`config.mk`:
```
export PLATFORM = sky130hd
export DESIGN_NAME = irqc_scram
export DESIGN_NICKNAME = d
export VERILOG_FILES = /design/src/rtl/irqc_pkg.sv /design/src/rtl/irqc_bank.sv /design/src/rtl/irqc_prio.sv /design/src/rtl/irqc_scram.sv
export SDC_FILE = /design/constraint.sdc
export NUM_CORES = 1
export LEC_CHECK = 0
export BUFFER_PORTS_ARGS = -buffer_cell sky130_fd_sc_hd__buf_2
export CAP_MARGIN = 20
export CORE_UTILIZATION = 50
export DETAILED_ROUTE_END_ITERATION = 16
export PLACE_DENSITY = 0.82
export SLEW_MARGIN = 10
export SYNTH_ARGS = -nofsm -noshare
export SYNTH_HDL_FRONTEND = slang
export SYNTH_SLANG_ARGS = --single-unit
```
`constraint.sdc`:
```
create_clock -name clk -period 2.6 [get_ports clk]
set_input_delay 0.26 -clock clk [delete_from_list [all_inputs] [get_ports clk]]
set_output_delay 0.26 -clock clk [all_outputs]
set_load 0.02 [all_outputs]
```
`src/rtl/irqc_pkg.sv`:
```
package irqc_pkg;
    localparam int WORD_W = 32;
    localparam int NWORD  = 2;
    localparam int NSRC   = NWORD * WORD_W;
    localparam int VEC_W  = $clog2(NSRC);
    localparam int BIT_W  = $clog2(WORD_W);

    typedef logic [NWORD-1:0][WORD_W-1:0] word_pair_t;

    // register select: 0 = high word, 1 = low word (alternates every 16 sources)
    function automatic logic [0:0] src_word(int s);
        return 1'((s >> 4) & 1);
    endfunction

    // bit position of a source inside its word
    function automatic logic [BIT_W-1:0] src_bit(int s);
        int b;
        if (s == 0)       b = 0;
        else if (s < 16)  b = 16 - s;
        else if (s < 19)  b = 18 - s;
        else if (s < 31)  b = 33 - s;
        else if (s == 31) b = 15;
        else if (s < 48)  b = 63 - s;
        else              b = s - 32;
        return BIT_W'(b);
    endfunction
endpackage

```
`src/rtl/irqc_bank.sv`:
```
module irqc_bank #(
    parameter int W = 32
) (
    input  logic         clk,
    input  logic         rst_n,
    input  logic [W-1:0] req,
    input  logic         mask_we,
    input  logic         clr_we,
    input  logic [W-1:0] wdata,
    output logic [W-1:0] mask_q,
    output logic [W-1:0] pend_q
);
    logic [W-1:0] clr_bits;

    assign clr_bits = clr_we ? wdata : '0;

    always_ff @(posedge clk) begin
        if (!rst_n) begin
            mask_q <= '0;
            pend_q <= '0;
        end else begin
            if (mask_we) mask_q <= wdata;
            // a live request outranks a clear in the same cycle
            pend_q <= (pend_q & ~clr_bits) | req;
        end
    end

    p_req_sets_pend_r4: assert property (@(posedge clk) disable iff (!rst_n)
        1'b1 |=> ((pend_q & $past(req)) == $past(req)));

    p_no_spurious_set_r4: assert property (@(posedge clk) disable iff (!rst_n)
        1'b1 |=> ((pend_q & ~$past(pend_q) & ~$past(req)) == '0));

    p_clear_w1c_r5: assert property (@(posedge clk) disable iff (!rst_n)
        clr_we |=> ((pend_q & $past(wdata) & ~$past(req)) == '0));

    p_mask_hold_r3: assert property (@(posedge clk) disable iff (!rst_n)
        !mask_we |=> $stable(mask_q));
endmodule

```
`src/rtl/irqc_prio.sv`:
```
module irqc_prio
    import irqc_pkg::*;
(
    input  logic             clk,
    input  logic             rst_n,
    input  word_pair_t       act,
    output logic [VEC_W-1:0] vec
);
    always_comb begin
        vec = '0;
        for (int s = NSRC - 1; s >= 1; s--) begin
            if (act[src_word(s)][src_bit(s)]) vec = VEC_W'(s);
        end
    end

    p_vec_is_active_r8: assert property (@(posedge clk) disable iff (!rst_n)
        (vec != '0) |-> act[src_word(int'(vec))][src_bit(int'(vec))]);
endmodule

```
`src/rtl/irqc_scram.sv`:
```
module irqc_scram
    import irqc_pkg::*;
#(
    parameter int ADDR_W = 5
) (
    input  logic              clk,
    input  logic              rst_n,
    input  logic [NSRC-1:0]   irq_req,
    input  logic              bus_sel,
    input  logic              bus_wr,
    input  logic [ADDR_W-1:0] bus_addr,
    input  logic [WORD_W-1:0] bus_wdata,
    output logic [WORD_W-1:0] bus_rdata,
    output logic              irq_o
);
    localparam logic [ADDR_W-1:0] OFS_MASK_HI = ADDR_W'(5'h00);
    localparam logic [ADDR_W-1:0] OFS_MASK_LO = ADDR_W'(5'h04);
    localparam logic [ADDR_W-1:0] OFS_PEND_HI = ADDR_W'(5'h08);
    localparam logic [ADDR_W-1:0] OFS_PEND_LO = ADDR_W'(5'h0C);
    localparam logic [ADDR_W-1:0] OFS_VECTOR  = ADDR_W'(5'h10);

    word_pair_t        req_w, mask_w, pend_w, act_w;
    logic [VEC_W-1:0]  vec;
    logic              wr_en;

    assign wr_en = bus_sel & bus_wr;

    // scatter raw lines into register positions; source 0 is reserved
    always_comb begin
        req_w = '0;
        for (int s = 1; s < NSRC; s++) begin
            req_w[src_word(s)][src_bit(s)] = irq_req[s];
        end
    end

    for (genvar w = 0; w < NWORD; w++) begin : g_bank
        localparam logic [ADDR_W-1:0] MOFS = (w == 0) ? OFS_MASK_HI : OFS_MASK_LO;
        localparam logic [ADDR_W-1:0] POFS = (w == 0) ? OFS_PEND_HI : OFS_PEND_LO;
        irqc_bank #(.W(WORD_W)) i_bank (
            .clk     (clk),
            .rst_n   (rst_n),
            .req     (req_w[w]),
            .mask_we (wr_en && bus_addr == MOFS),
            .clr_we  (wr_en && bus_addr == POFS),
            .wdata   (bus_wdata),
            .mask_q  (mask_w[w]),
            .pend_q  (pend_w[w])
        );
        assign act_w[w] = mask_w[w] & pend_w[w];
    end

    irqc_prio i_prio (
        .clk   (clk),
        .rst_n (rst_n),
        .act   (act_w),
        .vec   (vec)
    );

    assign irq_o = |act_w;

    always_comb begin
        unique case (bus_addr)
            OFS_MASK_HI: bus_rdata = mask_w[0];
            OFS_MASK_LO: bus_rdata = mask_w[1];
            OFS_PEND_HI: bus_rdata = pend_w[0];
            OFS_PEND_LO: bus_rdata = pend_w[1];
            OFS_VECTOR:  bus_rdata = {vec, {(WORD_W-VEC_W){1'b0}}};
            default:     bus_rdata = '0;
        endcase
    end

    p_irq_matches_vec_r7: assert property (@(posedge clk) disable iff (!rst_n)
        irq_o == (vec != '0));

    p_src0_reserved_r9: assert property (@(posedge clk) disable iff (!rst_n)
        !pend_w[0][0]);
endmodule

```
== After elaboration in Yosys (flattened, before gate mapping) ==
Cells that the tools add are included.
Operators by class
  shift operators: 0
  mux-type cells: 66
  bitwise logic cells: 9
  multiply operators: 0
  $add $sub $neg: 0
  divide/modulo/power cells: 0
  reductions and logical operators: 6
  equal/unequal tests: 4
  order comparisons: 0
Operator list (number)
  6-bit 2-to-1 mux: 63
  32-bit case mux with 5 select lines: 1
  32-bit bitwise AND: 4
  32-bit 2-to-1 mux: 2
  32-bit NOT: 2
  32-bit OR: 2
  64-bit OR reduction: 1
  5-bit by 4-bit == test with 1-bit output, second input constant: 2
  5-bit by 3-bit == test with 1-bit output, second input constant: 1
  5-bit == test, second input constant: 1
  5-bit logical NOT: 1
  1-bit logical AND: 4
  1-bit bitwise AND: 1
Word-level totals
  output and inout port bits: 33
  flip-flop bits (word level): 128
  memories kept: 0
  bits in latches: 0
  word-level logic and storage cells: 89
  memory bits (read-only): 0
  memory bits (writable): 0

== Longest topological paths before layout ==
Gate-level depths: netlist of run 1.
  word-level depth: 65
  gate-level depth with buffers: 8

== Hierarchy ==
Synthesis of run 1 repeated with hierarchy kept, for this count alone.
Second synthesis, totals
  cells, all modules: 809
  area, all modules: 7323.3 um^2
By module, submodules not included
  irqc_bank: cells an instance 238, area an instance 2404.8 um^2, instances 2
  irqc_scram: cells an instance 193, area an instance 1701.6 um^2, instances 1
  irqc_prio: cells an instance 140, area an instance 812.0 um^2, instances 1

== Worst setup path after synthesis of run 1 ==
Ideal clock, no wire load.
  path type: reg-to-output
  from: reg g_bank[0].i_bank.pend_q[20]
  to: out bus_rdata[30]
  path slack: 540 ps
  required time: 2340 ps
  arrival: 1800 ps
  cell stages (with the launch flop): 7
  cell sequence: dfxtp_1 > a22o_1 > nand2b_4 > or3_4 > nor2_1 > nor2_1 > o31ai_1
On the way
  word-level cells in the longest chain between the ends: 45
Ends and longest elaborated chain
  start, declared: RTL line irqc_bank.sv:11  | output logic [W-1:0] pend_q
  start signal, assigned: RTL line irqc_bank.sv:24  | pend_q <= (pend_q & ~clr_bits) | req;
  32-bit bitwise AND: RTL line irqc_scram.sv:49  | assign act_w[w] = mask_w[w] & pend_w[w];
  6-bit 2-to-1 mux (43 in a row): RTL line irqc_prio.sv:12  | if (act[src_word(s)][src_bit(s)]) vec = VEC_W'(s);
  32-bit case mux with 5 select lines: RTL line irqc_scram.sv:62  | unique case (bus_addr)
  end, declared: RTL line irqc_scram.sv:13  | output logic [WORD_W-1:0] bus_rdata,
No other way between the ends.

== Worst setup path in the final report of run 1 ==
  from: reg g_bank[0].i_bank.mask_q[24]
  to: out irq_o
On the way
  word-level cells in the longest chain between the ends: 2
Ends and longest elaborated chain
  start, declared: RTL line irqc_bank.sv:10  | output logic [W-1:0] mask_q,
  start signal, assigned: RTL line irqc_bank.sv:22  | if (mask_we) mask_q <= wdata;
  32-bit bitwise AND: RTL line irqc_scram.sv:49
  64-bit OR reduction: RTL line irqc_scram.sv:59  | assign irq_o = |act_w;
  end, declared: RTL line irqc_scram.sv:14  | output logic irq_o
No other way between the ends.

==> results by group, run 1 <==
Setup path
  • WS Path Type: reg2out
  • Crit. End Element: output port
  • Startpoint Class: register
  • R2R Path Start: g_bank[1].i_bank.pend_q[14]$_SDFF_PN0_
  • CP Launch Point: g_bank[0].i_bank.mask_q[24]$_SDFFE_PN0P_
  • Highest net fanout along the worst path: 4
  • Critical path arrival: 2450 ps
  • WP data required: 2340 ps
  • R2R setup slack: 1780 ps

Routing
  • Post-route ant nets: 0
  • Final wirelength: 20.2 mm
  • DR vias: 6607
  • DRC marker count from the first detailed-route iteration: 755
  • DR WL/cell: 18.3 um
  • Detailed Routing Iterations Pass 1: 5
  • Routed vias/inst: 5.97
  • DRC Markers: 0

Floorplanning
  • Initial Utilization: 51.3%
  • Die Y: 119 um
  • Die Width: 119 um
  • Die area: 14100 um2
  • Number of cell rows: 42
  • Core ar.: 13300 um2
  • # IOs: 138

Final layout
  • Number of diodes: 0
  • Register Area: 2570 um2
  • Area growth, synth to finish: 23.7%
  • Post-route cell area: 8440 um2
  • Nets: 1022
  • Filler instances: 1090
  • Share of layout cells above drive strength 1: 27.4%
  • Area of the multi-input gates: 4150 um2

Logic synthesis
  • #FFs+latches synth: 128
  • Mapped Cells: 782
  • Post-synthesis adder-cell area fraction: 0%
  • Post-synthesis sequential area ratio: 37.6%
  • Xor/xnor share of the synthesized area: 0%
  • Number of flops mapped to enable cells by yosys: 0
  • Async set or reset register ratio after synthesis: 0%
  • Post-synthesis mux area share: 10.6%
  • Area fraction in compound gates after synthesis: 26.6%
  • Top_reg_cell synth: dfxtp_1
  • Post-synthesis simple-gate area fraction: 22.2%
  • Cell area after synthesis: 6820 um2
  • Largest family of logic cells by synthesized area: compound AO/OA/AOI/OAI gates
  • Mean Syn Cell Area: 8.72 um2
  • Distinct cells, synth: 52
  • Syn_nets: 887
  • Synth Warn #: 0

Min path
  • Min-Delay Startpoint: irq_req[11]
  • Hold crit path type: in2reg

Clock tree
  • CTS Buf Count: 17
  • CTS tree: done
  • H-tree levels: 4
  • Latest clock arrival within the worst-skew pair: 420 ps
  • CTS Buffer Depth: 2
  • Root Driver: clkbuf_16
  • Clock Pin Slew Worst Setup and Hold Paths: 60 ps
  • Sink Count: 128

Power and ir drop
  • P per Cell Area: 584 nW/um2
  • Leakage: 3.32 nW
  • Total power draw: 4.93 mW
  • VDD IR max: 417 uV

Placement
  • Placed Area: 7700 um2
  • RePlAce Congestion: 0.899
  • # port buffers: 136
  • DP HPWL: 13.9 mm

Global routing
  • Grt ovf: 0
  • Vias in the first global route: 6403
  • Largest net degree at the start of global routing: 73
  • GRT Resource Usage Total: 29.2%
  • Global-route wire length before repair: 32.3 mm
  • Initial antenna violation count: 0

Timing
  • Final Hold Viols: 0
  • Worst Tran Pin Value: 645 ps
  • Clk_skew: 0 ps
  • Rel. slew slack: 57.0%
  • Setup violators final: 2
  • Crit share post-route: 104%
  • Min Clock Period, post-route: 2710 ps
  • Total Neg Setup Slack: -121 ps
  • Final Worst Setup Slack: -108 ps
  • RSZ-0062 raised after global routing: true
  • Fin. max-slew vios: 0
  • Fmax: 369 MHz

Outcome
  • Failing checks: negative setup slack
  • Status: finished with violations

Run
  • Max cap viols: 0
-- cell usage in the layout (no fill, tap or decap), types with 5 or more instances in the layout --
cell type,n
nor2_1,8
mux4_2,31
nor2b_1,33
a32oi_1,5
o21ai_0,6
a22o_1,10
clkbuf_16,17
a21oi_1,41
nand2_1,212
a22oi_1,8
a21boi_1,95
buf_4,25
and2_1,32
clkinv_2,7
buf_2,133
dfxtp_1,122
o21ai_1,5
o21a_1,31
a22oi_2,11
nand3_1,12
dfxtp_2,6
-- metrics by stage --
| step | std cells | worst slack [ps] | hold slack, ps | util [%] |
|---|---|---|---|---|
| floorplan | 782 | 540 | 347 | - |
| global placement | 1066 | 305 | 446 | 57.9 |
| detailed placement | 1066 | 289 | 462 | 57.9 |
| CTS | 1104 | -54.5 | 37.4 | 62.9 |
| global route | 1106 | -166 | 42.3 | 63.5 |
| finish | 1106 | -108 | 37.0 | 63.5 |
-- sequential cells by signal, summed over array words and instances, names as in the netlist --
| signal | count |
|---|---|
| g_bank.i_bank.pend_q | 64 |
| g_bank.i_bank.mask_q | 64 |
-- critical path, stage by stage (launching register included) --
cell     delay [ps]
dfxtp_2         340
a22oi_2         240
nand4_1         170
or3_4           430
nor4_4          190
nand4_1         120
or3_4           370
buf_6           150
-- cells in the mapped netlist (6+ instances only) --
| library cell | instances | share of area [%] |
|---|---|---|
| a21oi_1 | 42 | 3.1 |
| nor2b_1 | 33 | 3.0 |
| and2_1 | 32 | 2.9 |
| a21boi_1 | 95 | 10 |
| o21ai_0 | 6 | 0.44 |
| a22oi_1 | 16 | 1.8 |
| clkbuf_1 | 21 | 1.2 |
| o21ai_1 | 6 | 0.44 |
| nand2_1 | 212 | 12 |
| nor2_1 | 9 | 0.50 |
| buf_2 | 24 | 1.8 |
| a22o_1 | 10 | 1.3 |
| nand3_1 | 13 | 0.95 |
| o21a_1 | 31 | 3.4 |
| mux4_2 | 31 | 10 |
| dfxtp_1 | 128 | 38 |
-- routing by layer --
layer	vias up	track usage, %	routed length, um
li1	3090	-	-
met1	3128	38.3	8560
met2	327	46.4	9450
met3	62	6.80	1580
met4	0	12.0	617
met5	-	0	0
-- power by group --
part | switching, mW | total [mW] | internal (mW)
clock network | 0.851 | 2.37 | 1.52
registers | 0.0936 | 2.13 | 2.04
logic | 0.203 | 0.427 | 0.224
-- kinds of logic after synthesis --
kind of cell    count (synthesis)
buf+inv                        47
mux                            32
flops                         128
compound gates                251
simple gates                  324
-- layout make-up --
type,instances,share of cell area (%)
Tap cell,176,2.61
Timing Repair Buffer,161,10.7
Inverter,2,0.0889
Clock buffer,20,5.29
Multi-Input combinational cell,607,49.2
Clock inverter,12,1.67
Sequential cell,128,30.4
-- repair_timing --
| action | 4_1_cts | 5_1_grt |
|---|---|---|
| buffers inserted | 6 | 2 |
| setup endpoints to repair | 3 | 6 |
| hold buffers | 0 | 0 |
| pin swaps | 6 | 3 |
| gates resized for setup | 8 | 16 |
-- final timing paths --
path,end,cells after the start
min reg2reg,g_bank[1].i_bank.mask_q[4]$_SDFFE_PN0P_,2
max,irq_o,7
max reg2reg,g_bank[1].i_bank.pend_q[14]$_SDFF_PN0_,3
min,g_bank[0].i_bank.pend_q[5]$_SDFF_PN0_,2
Note: power is estimated with default switching activity, not from simulation.
==> inputs of run 2 (changes only) <==
- CORE_UTILIZATION: 50 -> 40
- PLACE_DENSITY: 0.82 -> 0.67
- clock period: 2.6 -> 3.5 ns (I/O delays scaled with it)
==> run 2 against run 1 <==
  * The flow now finishes without violations
  * Global-route usage down 5.4 points
  * Die area rose by 25%
  * First-iteration DRC count shrank 34%
  * Clock power fell by 25%
  * Worst hold slack better by 92 ps
  * Worst setup slack better by 740 ps
  * Sequential cell count unchanged
  * Register-to-register slack better by 920 ps
  * Largest cell class unchanged
  * Largest power group unchanged
==> results by group, run 2 (same netlist as run 1, synthesis figures left out) <==
Outcome
  • Status: finished, final reports clean

Global routing
  • GRT Resource Usage Total: 23.8% (-5.4 points)
  • Grt ovf: 0 (unchanged)
  • Initial antenna violation count: 0 (unchanged)
  • Largest net degree at the start of global routing: 129 (+77%)
  • Global-route wire length before repair: 32.6 mm (+0.94%)
  • Vias in the first global route: 6118 (-4.5%)

Routing
  • DRC marker count from the first detailed-route iteration: 498 (-34%)
  • Routed vias/inst: 5.62 (-5.9%)
  • Post-route ant nets: 0 (unchanged)
  • Detailed Routing Iterations Pass 1: 5 (unchanged)
  • DR WL/cell: 17.7 um (-2.9%)
  • DR vias: 6396 (-3.2%)
  • DRC Markers: 0 (unchanged)
  • Final wirelength: 20.2 mm (about the same)

Power and ir drop
  • Total power draw: 3.67 mW (-26%)
  • Sw power: 0.865 mW (-25%)
  • Clock power share: 48.4% (+0.3 points)
  • VDD IR max: 341 uV (-18%)
  • P_int: 2.80 mW (-26%)
  • Leakage: 3.23 nW (-2.6%)
  • P per Cell Area: 440 nW/um2 (-25%)
  • Fraction of power spent switching nets: 23.6% (+0.31 points)
  • Combinational share of power: 8.4% (-0.3 points)
  • Flop pwr share: 43.1% (-0.2 points)

Placement
  • RePlAce Congestion: 0.858 (-4.6%)
  • Placed Cells: 1106 (+3.8%)
  • DP HPWL: 14.4 mm (+3.7%)
  • Placed Area: 7710 um2 (+0.16%)
  • # port buffers: 136 (unchanged)

Floorplanning
  • Die area: 17600 um2 (+25%)
  • Initial Utilization: 41.0% (-10 points)
  • Number of cell rows: 47 (+12%)
  • Die Y: 133 um (+12%)
  • Die Width: 133 um (+12%)
  • # IOs: 138 (unchanged)
  • Core ar.: 16600 um2 (+25%)

Clock tree
  • Latest clock arrival within the worst-skew pair: 420 ps (about the same)
  • Sink Count: 128 (unchanged)
  • Post-CTS Setup Bufs: 0 (-6)
  • Clock Pin Slew Worst Setup and Hold Paths: 60 ps (about the same)
  • CTS Buffer Depth: 2 (unchanged)
  • H-tree levels: 4 (unchanged)
  • CTS Buf Count: 17 (unchanged)
  • CTS tree: done
  • Hold buffers post-CTS: 0 (unchanged)
  • Root Driver: clkbuf_16
  • Post_cts resized: 0 (-8)

Final layout
  • Top Registers: g_bank.i_bank.mask_q x64, g_bank.i_bank.pend_q x64
  • Commonest non-fill, non-tap cells in the layout: nand2_1, buf_2, dfxtp_1
  • Commonest non-fill, non-tap cell in the layout: nand2_1
  • Area growth, synth to finish: 22.1%
  • Final core area utilization: 50.0% (-13 points)
  • Number of diodes: 0 (unchanged)
  • Nets: 1011 (-1.1%)
  • Final non-filler cell total: 1138 (+2.9%)
  • Post-route cell area: 8330 um2 (-1.3%)
  • Share of layout cells above drive strength 1: 24.2% (-3.2 points)

Setup path
  • Crit. End Element: output port
  • Startpoint Class: register
  • WP data required: 3150 ps (+810 ps)
  • Critical path arrival: 2510 ps (+60 ps)
  • Highest net fanout along the worst path: 4 (unchanged)
  • WS Path Type: reg2out

Timing
  • RSZ-0062 raised after global routing: false
  • Fin. max-slew vios: 0 (unchanged)
  • Clk_skew: 0 ps (unchanged)
  • Final Hold Viols: 0 (unchanged)
  • Total Neg Setup Slack: 0 ps (+121 ps)
  • Crit share post-route: 81.8%
  • Worst Tran Pin Value: 721 ps (+75.9 ps)
  • Setup violators final: 0 (-2)
  • Rel. slew slack: 51.9% (-5.1 points)
  • Fmax: 349 MHz
  • Min Clock Period, post-route: 2860 ps

Run
  • Max cap viols: 0 (unchanged)

Min path
  • Hold crit path type: in2reg
run 2: layer usage:
| layer | vias to the layer above | track usage (%) | part of all wire, % |
|---|---|---|---|
| li1 | 3072 | - | - |
| met1 | 3102 | 32.4 | 47 |
| met2 | 201 | 37.7 | 46 |
| met3 | 21 | 4.52 | 5.0 |
| met4 | 0 | 8.43 | 1.6 |
| met5 | - | 0 | 0 |
run 2: path summary, 6_finish.rpt:
path	to	startpoint	slack (ps)	cells past startpoint
min reg2reg	g_bank[0].i_bank.pend_q[0]$_SDFF_PN0_	g_bank[0].i_bank.pend_q[0]$_SDFF_PN0_	460	2
max reg2reg	g_bank[0].i_bank.pend_q[28]$_SDFF_PN0_	g_bank[0].i_bank.pend_q[28]$_SDFF_PN0_	2700	2
min	g_bank[0].i_bank.pend_q[7]$_SDFF_PN0_	irq_req[9]	130	2
max	irq_o	g_bank[0].i_bank.pend_q[30]$_SDFF_PN0_	640	7
run 2: area by class of cell:
class / count / area (um2)
clock inverters: 11 / 140
fillers: 1611 / 8310
clock buffers: 20 / 447
multi-input cells: 607 / 4080
repair buffers: 150 / 821
flip-flops and latches: 128 / 2560
inverters: 2 / 7.51
well taps: 220 / 275
run 2: power by group through the flow:
| stage | sequential (mW) | combinational (mW) | clock, mW |
|---|---|---|---|
| final | 1.58 | 0.309 | 1.78 |
| after global routing | 1.59 | 0.338 | 1.87 |
| after CTS | 1.58 | 0.309 | 1.79 |
| after detailed placement | 1.61 | 0.308 | 0 |
| after global placement | 1.61 | 0.304 | 0 |
| after floorplan | 1.58 | 0.185 | 0 |
run 2: worst max-delay path: stages, from the launching register on:
cell and delay, ps:
dfxtp_1 350, a22oi_2 290, nand4_1 160, or3_4 430
nor4_4 180, nand4_1 120, or3_1 380, buf_2 180
run 2: metrics by stage:
step / worst slack [ps] / hold slack (ps)
finish: 636 / 129
global route: 434 / 120
CTS: 631 / 120
detailed placement: 763 / 450
global placement: 799 / 444
floorplan: 1270 / 422
==> inputs of run 3 (changes only) <==
- PLACE_DENSITY: 0.67 -> 0.7
- clock period: 3.5 -> 2.3 ns (I/O delays scaled with it)
==> run 3 against run 2 <==
  * The run now ends with negative setup slack left
  * Non-clock buffer count grew 50
  * Register-to-register slack lost 1300 ps
  * Die area is the same
  * Clock power grew 57%
  * Clock skew is the same
  * First-iteration DRC count grew 46%
  * Critical endpoint unchanged
  * Largest cell class unchanged
  * Highest routed layer unchanged
==> results by group, run 3 (same netlist as run 1, synthesis figures left out) <==
Routing
  • Post-route ant nets: 0 (unchanged)
  • Detailed Routing Iterations Pass 1: 5 (unchanged)
  • DR vias: 6774 (+5.9%)
  • Final wirelength: 22.1 mm (+9.2%)
  • DRC Markers: 0 (unchanged)
  • Routed vias/inst: 5.70 (+1.4%)
  • DRC marker count from the first detailed-route iteration: 728 (+46%)
  • DR WL/cell: 18.6 um (+4.6%)

Clock tree
  • Sink Count: 128 (unchanged)
  • CTS Buffer Depth: 2 (unchanged)
  • Root Driver: clkbuf_16
  • Latest clock arrival within the worst-skew pair: 430 ps (about the same)
  • Clock Pin Slew Worst Setup and Hold Paths: 60 ps (about the same)
  • CTS Buf Count: 17 (unchanged)
  • H-tree levels: 4 (unchanged)
  • CTS tree: done

Setup path
  • R2R Path Start: g_bank[0].i_bank.pend_q[27]$_SDFF_PN0_
  • Cell family with most CP delay: simple AND/OR/NAND/NOR gates
  • R2R cell count: 3 (+1)
  • WS Path Type: reg2out
  • Cell Chain, Critical Path: a22oi_2 > nand4_1 > or3_4 > nor4_4 > nand4_1 > or3_4 > buf_6
  • Highest net fanout along the worst path: 2 (-2)
  • Startpoint Class: register
  • Critical path's slowest cell: or3_4
  • Crit-path max cell delay: 420 ps (about the same)
  • Worst Path Buf+Inv: 1 (unchanged)
  • Reg-to-Reg End: g_bank[0].i_bank.pend_q[27]$_SDFF_PN0_
  • WP data required: 2070 ps (-1080 ps)
  • R2R setup slack: 1410 ps (-1290 ps)
  • Critical path arrival: 2400 ps (-110 ps)
  • Crit. End Element: output port

Power and ir drop
  • VDD IR max: 552 uV (+62%)
  • Sw power: 1.44 mW (+66%)
  • Fraction of power spent switching nets: 25.0% (+1.4 points)
  • Total power draw: 5.74 mW (+57%)
  • P_int: 4.31 mW (+54%)
  • Clock power share: 48.7% (+0.3 points)
  • P per Cell Area: 636 nW/um2 (+44%)
  • Combinational share of power: 9.5% (+1.1 points)
  • Leakage: 3.56 nW (+10%)
  • Flop pwr share: 41.8% (-1.3 points)

Placement
  • DP HPWL: 15.0 mm (+4.4%)
  • Placed Area: 7920 um2 (+2.6%)
  • Setup slack at placement: 73.7 ps (-690 ps)
  • RePlAce Congestion: 0.893 (+4.2%)
  • Placed Cells: 1128 (+2.0%)
  • # port buffers: 136 (unchanged)

Final layout
  • Final non-filler cell total: 1189 (+4.5%)
  • Post-route cell area: 9040 um2 (+8.5%)
  • Commonest non-fill, non-tap cells in the layout: nand2_1, buf_2, dfxtp_1
  • Top Registers: g_bank.i_bank.mask_q x64, g_bank.i_bank.pend_q x64
  • Number of diodes: 0 (unchanged)
  • Share of layout cells above drive strength 1: 32.9% (+8.7 points)
  • Nets: 1061 (+4.9%)
  • Area growth, synth to finish: 32.5%
  • Commonest non-fill, non-tap cell in the layout: nand2_1
  • Filler instances: 1513 (-6.1%)

Run
  • Max cap viols: 0 (unchanged)

Min path
  • Cell depth of the worst hold path: 2 (unchanged)
  • Hold crit path type: in2reg
  • Hold endpoint: g_bank[0].i_bank.pend_q[25]$_SDFF_PN0_
  • Min-Delay Startpoint: irq_req[38]

Timing
  • Final Hold Viols: 0 (unchanged)
  • Fin. max-slew vios: 0 (unchanged)
  • Rel. slew slack: 57.1% (+5.2 points)
  • Setup violators final: 7 (+7)
  • RSZ-0062 raised after global routing: true
  • Min Clock Period, post-route: 2630 ps
  • Clk_skew: 0 ps (unchanged)
  • Final hold slack: 12.3 ps (-116 ps)
  • Fmax: 380 MHz
  • Worst Tran Pin Value: 643 ps (-78.4 ps)
  • Crit share post-route: 114%
  • Final Worst Setup Slack: -333 ps (-969 ps)

Global routing
  • Largest net degree at the start of global routing: 68 (-47%)
  • Global-route wire length before repair: 34.6 mm (+6.1%)
  • Grt ovf: 0 (unchanged)
  • Vias in the first global route: 6453 (+5.5%)
  • Initial antenna violation count: 0 (unchanged)
  • GRT Resource Usage Total: 25.4% (+1.6 points)

Floorplanning
  • # IOs: 138 (unchanged)
  • Die Width: 133 um (unchanged)
  • Core ar.: 16600 um2 (unchanged)
  • Initial Utilization: 41.0% (unchanged)
  • Die area: 17600 um2 (unchanged)
  • Die Y: 133 um (unchanged)
  • Number of cell rows: 47 (unchanged)

Outcome
  • Failing checks: negative setup slack
  • Status: finished with violations
[run 3: repair_timing]
item                       in CTS  in global routing
gates cloned                    0                  0
hold endpoints to repair       12                  0
gates resized for setup        55                 22
pin swaps                      26                 17
setup endpoints to repair       7                  7
hold buffers                   12                  0
buffers inserted               13                  5
[run 3: worst max path at each step]
| stage | startpoint | slack, ps | endpoint | depth (start not counted) |
|---|---|---|---|---|
| floorplan | g_bank[0].i_bank.pend_q[20]$_SDFF_PN0_ | 270 | bus_rdata[30] | 6 |
| global placement | g_bank[0].i_bank.pend_q[24]$_SDFF_PN0_ | 80 | irq_o | 7 |
| detailed placement | g_bank[0].i_bank.pend_q[24]$_SDFF_PN0_ | 70 | irq_o | 7 |
| CTS | g_bank[0].i_bank.mask_q[24]$_SDFFE_PN0P_ | -280 | irq_o | 7 |
| global route | g_bank[0].i_bank.mask_q[24]$_SDFFE_PN0P_ | -430 | irq_o | 7 |
| finish | g_bank[0].i_bank.mask_q[24]$_SDFFE_PN0P_ | -330 | irq_o | 7 |
[run 3: routing by layer]
layer / wire (um) / track usage [%] / up-vias
met2: 10100 / 39.8 / 317
met4: 521 / 9.64 / 0
met3: 1790 / 5.13 / 43
li1: - / - / 3177
met1: 9640 / 34.4 / 3237
met5: 0 / 0 / -
[run 3: stage by stage]
stage / utilization [%] / setup TNS (ps)
2_1_floorplan: - / 0
3_3_place_gp: 47.6 / 0
3_5_place_dp: 47.6 / 0
4_1_cts: 53.5 / -912
5_1_grt: 54.3 / -1370
6_report: 54.3 / -879
[run 3: layout make-up]
type | count | area (um2) | share of cell area (%)
multi-input combinational | 607 | 4260 | 47.1
clock buffer | 17 | 425 | 4.71
clock inverter | 15 | 184 | 2.04
sequential | 128 | 2600 | 28.7
inverter | 2 | 7.51 | 0.0831
tap | 220 | 275 | 3.05
timing repair buffer | 200 | 1290 | 14.3
[run 3: worst reg2reg max path, delay by kind of cell (launching register included)]
kind / cells / cell delay (ps)
compound gates: 2 / 310
flops: 1 / 330
buf+inv: 1 / 150
[run 3: power groups by stage]
stage | logic (mW) | clock network, mW | registers (mW)
CTS | 0.537 | 2.84 | 2.40
floorplan | 0.282 | 0 | 2.41
finish | 0.544 | 2.80 | 2.40
global placement | 0.499 | 0 | 2.43
detailed placement | 0.505 | 0 | 2.44
global route | 0.586 | 2.91 | 2.41
